$ cat src/rtl/poll_pkg.sv
package poll_pkg;

    localparam int DONE_BIT = 7;
    localparam int FAIL_BIT = 5;

    typedef enum logic [1:0] {
        ST_IDLE    = 2'b00,
        ST_POLL    = 2'b01,
        ST_RECHECK = 2'b10
    } poll_state_e;

    typedef enum logic [1:0] {
        RES_PASS     = 2'b00,
        RES_EXCEEDED = 2'b01,
        RES_WATCHDOG = 2'b10
    } poll_result_e;

    typedef struct packed {
        logic bit_ok;
        logic fail_seen;
    } poll_eval_t;

    function automatic logic target_of(input logic is_erase, input logic exp_msb);
        return is_erase ? 1'b1 : exp_msb;
    endfunction

endpackage

$ cat src/rtl/poll_fsm.sv
module poll_fsm (
    input  logic                 clk,
    input  logic                 rst,
    input  logic                 start,
    input  logic                 rd_ack,
    input  poll_pkg::poll_eval_t ev,
    input  logic                 wd_last,
    output logic                 load,
    output logic                 wd_inc,
    output logic                 rd_req,
    output logic                 busy,
    output logic                 done,
    output logic [1:0]           result,
    output logic                 reset_needed
);
    import poll_pkg::*;

    poll_state_e  state, state_nx;
    logic         finish;
    poll_result_e fin_res;

    always_comb begin
        load     = (state == ST_IDLE) && start;
        rd_req   = (state != ST_IDLE);
        busy     = (state != ST_IDLE);
        wd_inc   = (state == ST_POLL) && rd_ack && !ev.bit_ok && !ev.fail_seen;
        finish   = 1'b0;
        fin_res  = RES_PASS;
        state_nx = state;
        case (state)
            ST_IDLE: if (start) state_nx = ST_POLL;
            ST_POLL: if (rd_ack) begin
                if (ev.bit_ok) begin
                    finish = 1'b1;
                end else if (ev.fail_seen) begin
                    state_nx = ST_RECHECK;
                end else if (wd_last) begin
                    finish  = 1'b1;
                    fin_res = RES_WATCHDOG;
                end
            end
            ST_RECHECK: if (rd_ack) begin
                finish  = 1'b1;
                fin_res = ev.bit_ok ? RES_PASS : RES_EXCEEDED;
            end
            default: state_nx = ST_IDLE;
        endcase
        if (finish) state_nx = ST_IDLE;
    end

    always_ff @(posedge clk) begin
        if (rst) begin
            state        <= ST_IDLE;
            done         <= 1'b0;
            result       <= RES_PASS;
            reset_needed <= 1'b0;
        end else begin
            state <= state_nx;
            done  <= finish;
            if (load) reset_needed <= 1'b0;
            if (finish) begin
                result       <= fin_res;
                reset_needed <= (fin_res != RES_PASS);
            end
        end
    end
endmodule

$ cat config.mk
export PLATFORM = sky130hd
export DESIGN_NAME = poll_fsm
export DESIGN_NICKNAME = d
export VERILOG_FILES = /design/src/rtl/poll_pkg.sv /design/src/rtl/poll_fsm.sv
export SDC_FILE = /design/constraint.sdc
export NUM_CORES = 1
export LEC_CHECK = 0
export BUFFER_PORTS_ARGS = -buffer_cell sky130_fd_sc_hd__clkbuf_2
export CAP_MARGIN = 5
export CORE_AREA = 8 8 45 47
export CTS_CLUSTER_SIZE = 12
export DETAILED_ROUTE_END_ITERATION = 10
export DIE_AREA = 0 0 53 55
export PLACE_DENSITY = 0.62
export SLEW_MARGIN = 5
export SYNTH_ARGS = -nofsm -noshare
export SYNTH_HDL_FRONTEND = slang
export SYNTH_SLANG_ARGS = --single-unit
$ cat constraint.sdc
create_clock -name clk -period 2.2 [get_ports clk]
set_input_delay 0.11 -clock clk [delete_from_list [all_inputs] [get_ports clk]]
set_output_delay 0.11 -clock clk [all_outputs]
set_load 0.1 [all_outputs]
# After elaboration in Yosys (flattened, before gate mapping)
# Cells that the tools add are included.
# W data, S select, Z words.
# op_classes
n_eq_ne	6
n_mux	20
n_bitwise	1
reduce_logical	12
# op_table
operator	n
$mux W2	8
$mux W1	9
$ne A2 B2 Y1 const B	4
$pmux W2 S3	1
$reduce_bool A2 Y1	3
$reduce_and A5 Y1	1
$logic_and A1 B1 Y1	4
$pmux W2 S2	1
$eq A2 B1 Y1 const B	1
$eq A2 B2 Y1 const B	1
$logic_not A1 Y1	2
$logic_not A2 Y1	1
$pmux W1 S2	1
$reduce_or A2 Y1	1
$not A1 Y1	1
# totals
regBits	6
out_inout_bits	8
word_cells	43

# Longest topological paths before layout
# Gate-level depths: netlist of the first run.
# logic_depth
depth_word	7
ltp_mapped	6
ltp_nobuf	6

# Least setup slack after synthesis of the first run
# OpenSTA, ideal clock, no wires.
# synth_path
path_kind	flip-flop to output port
startpoint	register state[0]
endpoint	output port rd_req
t_arrival_ns	1.713
required_ns	2.090
setup_slack_ns	0.377
path_stages_with_launch	5
path_buffers	1
cell_sequence	dfxtp_1 -> inv_1 -> ha_1 -> inv_1 -> buf_4
# synth_between
elab_chain_cells	1
# synth_rtl
element	line_no	text
start: declaration	poll_fsm.sv:18	poll_state_e state, state_nx;
start signal: assignment	poll_fsm.sv:58	state <= state_nx;
$reduce_bool A2 Y1	-	
end: declaration	poll_fsm.sv:10	output logic rd_req,
# No other way between the ends.

# Final worst setup path of the first run
# layout_path
startpoint	register state[1]
endpoint	output port wd_inc
# layout_between
elab_chain_cells	4
# layout_rtl
element	line_no	text
$eq A2 B1 Y1	poll_fsm.sv:26	wd_inc = (state == ST_POLL) && rd_ack && !ev.bit_ok && !ev.fail_seen;
$logic_and A1 B1 Y1 (3 in series)	poll_fsm.sv:26	
end: declaration	poll_fsm.sv:9	output logic wd_inc,
# No other way between the ends.

==> run metrics, run 1 <==
register area between 100 and 150 sq um; Reg2Reg Depth 6; Post-Syn Area 387.9 sq um; CP Class flop to primary output; Tot GR Track Use 5.085%; # fillers 147; Hold Path Class input pin to flop; wire length per cell 10.45 um; final slew viol count 0; initial antenna violation count 0; max-cap check violation count 0; CP Capture Point wd_inc; Total Negative Setup Slacks 0 ns; Num CTS Buffers 3; global-route wire length before repair about 1200 um; post-layout util a little over a third; Post-Layout Inst Area 493.0 sq um; leakage approximately 0.26 nW; Die ar. 2915 sq um; RSZ-0062 raised after global routing false; reg-to-reg critical path endpoint reset_needed; Area Overhead vs Synth 27.10%; Sink Count 6; vias in the first global route about 310; most frequent cells in the layout 14 x clkbuf_2, 6 x dfxtp_1, 5 x inv_1, 5 x ha_1, 3 x clkbuf_4; Post-CTS Setup Inserts 0; Worst Max-Slew Pin Slew roughly 0.54 ns; Post-Layout Cell Count 71; worst-path maximum fanout 4; Distinct cells, synth 21; DRT Pass-1 Iters 2; nets 69; combined area of the multi-input logic cells 241.5 sq um; starting density of the core 28.03%; vias 325; remaining global-route overflow 0; Routed Antenna Nets 0; Max-slew headroom 63.95%; share of cells above drive strength 1 between 30% and 40%; num rows 14; hold_buf cts 0; CTS root buf clkbuf_4; TritonCTS clock tree built; worst IR drop on VDD roughly 0.67 mV; PostCTS Resize Cnt 0; Req. time, crit path 2.09 ns; antenna fix cells 0; Die H 55 um; synthesized instance count 39; Syn. warnings 0; H-tree depth 1; syn_nets 51; Setup Skew ~0.00032 ns; CP endpoint kind primary output; DRC violations left 0; synthesized flop and latch total 6; vias per cell 4.577; CP startpoint state[1]; pwr/cell area 1414 nW/um^2; Hold Slack 0.08857 ns; final wirelength about 740 um; most common cell after layout, fill and taps aside clkbuf_2; Max Fclk 0.5840 GHz; DPL Wire Length 669.8 um; placed instance area between 400 and 500 sq um; Clock Latency Late Sink 0.24 ns; CORE AREA 1384 sq um; Period minus WS final 1.712 ns; Tcrit/Tclk final 77.83%; largest net degree at the start of global routing 5; average cell area after synthesis 9.945 sq um; io pins 15; Die X ~53 um; Hold Fails Final Rpt 0; Reg clk slew, reported paths 0.05 ns; status finished clean; r2r startpoint state[1]; Port-buffer cells 14; critical path startpoint category flop; RePlAce Congestion ~0.73; WP data arrival roughly 1.6 ns; Reg2Reg Setup Slack around 0.6 ns; drt initial violations 1; final setup fails 0; sequential element share of the synthesized area 30.97%; Max clock buf depth 2; Post-Place Cells 68
[flip-flops by register name (all words and copies together), names as in the netlist]
| signal | count |
|---|---|
| done | 1 |
| reset_needed | 1 |
| result | 2 |
| state | 2 |
[cell families (layout without fill, tap and decap cells)]
logic type	after synthesis	in the layout	synth area share (%)
DFF	6	6	30.97
buffers and inverters	6	22	6.775
muxes	2	2	5.161
and+or+nand+nor	14	14	22.58
adders and majority gates	5	5	16.13
AOI/OAI and AO/OA	6	6	18.39
[synthesized netlist by cell type]
master    number  area share (%)
a21oi_2        1             2.3
a221oi_4       1             6.8
a22o_1         1             2.3
a22o_2         1             2.6
a32o_1         1             2.6
and2b_1        2             3.9
and3_1         2             3.2
and3b_1        1             2.3
and3b_2        1             2.6
buf_4          1             1.9
dfxtp_1        6              31
ha_1           5              16
inv_1          5             4.8
mux2i_1        2             5.2
nand2_1        1            0.97
nand2b_1       1             1.6
nand3b_1       1             1.9
nor2_1         2             1.9
nor3_1         2             2.6
o211ai_1       1             1.9
or2_0          1             1.6
[stage by stage]
step	power, W	worst slack, ns
floorplan	0.0005526	0.3772
global placement	0.0005998	0.6098
finish	0.0006970	0.4877
global route	0.0007392	0.4120
detailed placement	0.0006040	0.5926
CTS	0.0007050	0.4689
[worst min-delay path by stage]
stage / startpoint / to / slack, ns / cells past startpoint
final: rst / state[1] / 0.09 / 2
after global routing: rst / state[1] / 0.10 / 2
after CTS: rst / state[1] / 0.09 / 2
after detailed placement: rst / state[1] / 0.33 / 2
after global placement: rst / state[1] / 0.34 / 2
after floorplan: rst / state[0] / 0.19 / 1
[layout make-up]
type | instances | area share, %
multi-input combinational | 27 | 48.98
sequential | 6 | 24.37
timing repair buffer | 14 | 14.21
clock buffer | 3 | 4.569
tap | 16 | 4.061
inverter | 5 | 3.807
[power by group]
part           switching [W]  internal [W]
clock              0.0000390     0.0000617
combinational       0.000351      0.000109
sequential         0.0000126      0.000124
total               0.000402      0.000295
[critical path, cell delays in order, from the launching register on]
cell and delay [ns]:
dfxtp_1 0.32, inv_1 0.12, ha_1 0.27, and3b_2 0.20, clkbuf_2 0.44
[layer usage]
| layer | vias up | global-route usage [%] | wire length (um) |
|---|---|---|---|
| met5 | - | 0 | 0 |
| met4 | 0 | 1.293 | 0 |
| met3 | 0 | 2.406 | 85 |
| met2 | 8 | 9.375 | 366 |
| met1 | 150 | 5.023 | 291 |
| li1 | 167 | - | - |
No activity file was read; power rests on OpenSTA's default activity.
==> run 2: changes to the inputs <==
==> constraint.sdc (replaced) <==
create_clock -name clk -period 1.72 [get_ports clk]
set_input_delay 0.086 -clock clk [delete_from_list [all_inputs] [get_ports clk]]
set_output_delay 0.086 -clock clk [all_outputs]
set_load 0.1 [all_outputs]
==> run metrics, run 2 (synthesis results as in run 1) <==
CP max stage cell dfxtp_1; most frequent cells in the layout 10 x clkbuf_2, 6 x dfxtp_1, 5 x ha_1; TritonCTS clock tree built; Post-CTS Setup Inserts 0 (unchanged); most common cell after layout, fill and taps aside clkbuf_2; nets 69 (unchanged); starting density of the core 28.03% (unchanged); Sink Count 6 (unchanged); num rows 14 (unchanged); CP endpoint kind flop; Final Total Pwr 0.0009333 W (+34%); status finished clean; Total Negative Setup Slacks 0 ns (unchanged); largest net degree at the start of global routing 5 (unchanged); clock network power share 13.7% (-0.7 points); remaining global-route overflow 0 (unchanged); WP data arrival 1.71 ns (+0.11 ns); Reg clk slew, reported paths 0.04 ns (about the same); max incr delay on CP 0.34 ns (-0.10 ns); leakage 0.2626 nW (-0.63%); H-tree depth 1 (unchanged); sw power 0.0005232 W (+30%); global-route wire length before repair 1283 um (+10%); Tcrit/Tclk final between 90 and 100%; Die ar. 2915 sq um (unchanged); DRT Pass-1 Iters 4 (+2); Int Pwr 0.0004100 W (+39%); PostCTS Resize Cnt 0 (unchanged); RSZ-0062 raised after global routing false; DR WL met3 86 um (+1.2%); final setup fails 0 (unchanged); Worst Max-Slew Pin Slew 0.5422 ns (-0.0009031 ns); max-cap check violation count 0 (unchanged); worst slack, placed 0.1181 ns (-0.4745 ns); vias in the first global route 339 (+8.7%); Hold Fails Final Rpt 0 (unchanged); io pins 15 (unchanged); wire length per cell 10.45 um (unchanged); Setup Skew 0.001340 ns (+0.001020 ns); Die H 55 um (unchanged); final slew viol count 0 (unchanged); Comb power frac 67.5% (+1.6 points); uppermost layer routed met3; antenna fix cells 0 (unchanged); drt initial violations 2 (+1); CP Class flop to flop; Num CTS Buffers 3 (unchanged); Setup WS post-layout 0.1366 ns (-0.3511 ns); DRC violations left 0 (unchanged); Max-slew headroom 64.01% (about the same); post-layout util 37.52% (+1.9 points); Req. time, crit path 1.85 ns (-0.24 ns); Max clock buf depth 2 (unchanged); critical path startpoint category flop; Period minus WS final 1.583 ns; Tot GR Track Use 5.799% (+0.71 points); switching part of the total power 56.07% (-1.7 points); routed wl met2 402 um (+9.8%); family with the most delay on the worst path simple AND/OR/NAND/NOR gates; final wirelength 742 um (unchanged); vias 324 (-0.31%); Area Overhead vs Synth 33.87%; Routed Antenna Nets 0 (unchanged); CORE AREA 1384 sq um (unchanged); Hold Path Class input pin to flop; Port-buffer cells 14 (unchanged); Post-Place Cells 68 (unchanged); Max Fclk 0.6316 GHz; Post-Layout Cell Count 71 (unchanged); Die X 53 um (unchanged); crit path cell chain inv_1, ha_1, and3b_1, and3_1, or2_0, a32o_1; worst-path maximum fanout 4 (unchanged); top flop regs result x2, state x2; Clock Latency Late Sink 0.24 ns (about the same); pwr/cell area 1797 nW/um^2 (+27%); Metal-1 WL 253 um (-13%); Seq pwr share 18.8% (-0.8 points); RePlAce Congestion 0.6494 (-12%); hold_buf cts 0 (unchanged); initial antenna violation count 0 (unchanged); DPL Wire Length 660.2 um (-1.4%); share of cells above drive strength 1 40.00% (+1.8 points); Worst Path Buf+Inv 1 (-1); CTS root buf clkbuf_4; worst IR drop on VDD 0.4881 mV (-28%); vias per cell 4.563 (-0.31%)
## run 2: layout make-up
| class | count | area (sq um) |
|---|---|---|
| tap | 16 | 20.02 |
| inverter | 5 | 22.52 |
| multi-input combinational | 27 | 241.5 |
| clock buffer | 3 | 22.52 |
| fill | 153 | 864.6 |
| sequential | 6 | 120.1 |
| timing repair buffer | 14 | 92.59 |
## run 2: path summary, 6_finish.rpt
kind | startpoint | endpoint | slack [ns] | depth (start not counted)
max | state[1] | reset_needed | 0.14 | 6
min | rst | state[1] | 0.06 | 2
max reg2reg | state[1] | reset_needed | 0.14 | 6
min reg2reg | result[1] | result[1] | 0.48 | 1
## run 2: layer usage
metal  vias to the layer above  GRT usage (%)
met2                        11          11.33
met4                         0          1.293
met3                         0          3.476
li1                        166              -
met5                         -              0
met1                       147          4.878
## run 2: per-stage QoR
step                      area (sq um)  hold slack, ns
final                            519.2         0.05516
after CTS                        519.2         0.05239
after global placement           496.7          0.3089
after detailed placement         496.7          0.3116
after floorplan                  391.6          0.1653
after global routing             519.2         0.06608
## run 2: power groups by stage
stage / registers (W) / logic, W / clock network (W)
2_1_floorplan: 0.000185 / 0.000536 / 0
3_3_place_gp: 0.000177 / 0.000635 / 0
3_5_place_dp: 0.000178 / 0.000637 / 0
4_1_cts: 0.000176 / 0.000637 / 0.000133
5_1_grt: 0.000179 / 0.000674 / 0.000143
6_report: 0.000175 / 0.000630 / 0.000128
## run 2: worst register-to-register path: cells and delay by family (launching register included)
| kind | cells | cell delay, ns |
|---|---|---|
| simple gates | 3 | 0.58 |
| flops | 1 | 0.34 |
| fa+ha+maj | 1 | 0.25 |
| compound gates | 1 | 0.21 |
| buf+inv | 1 | 0.09 |
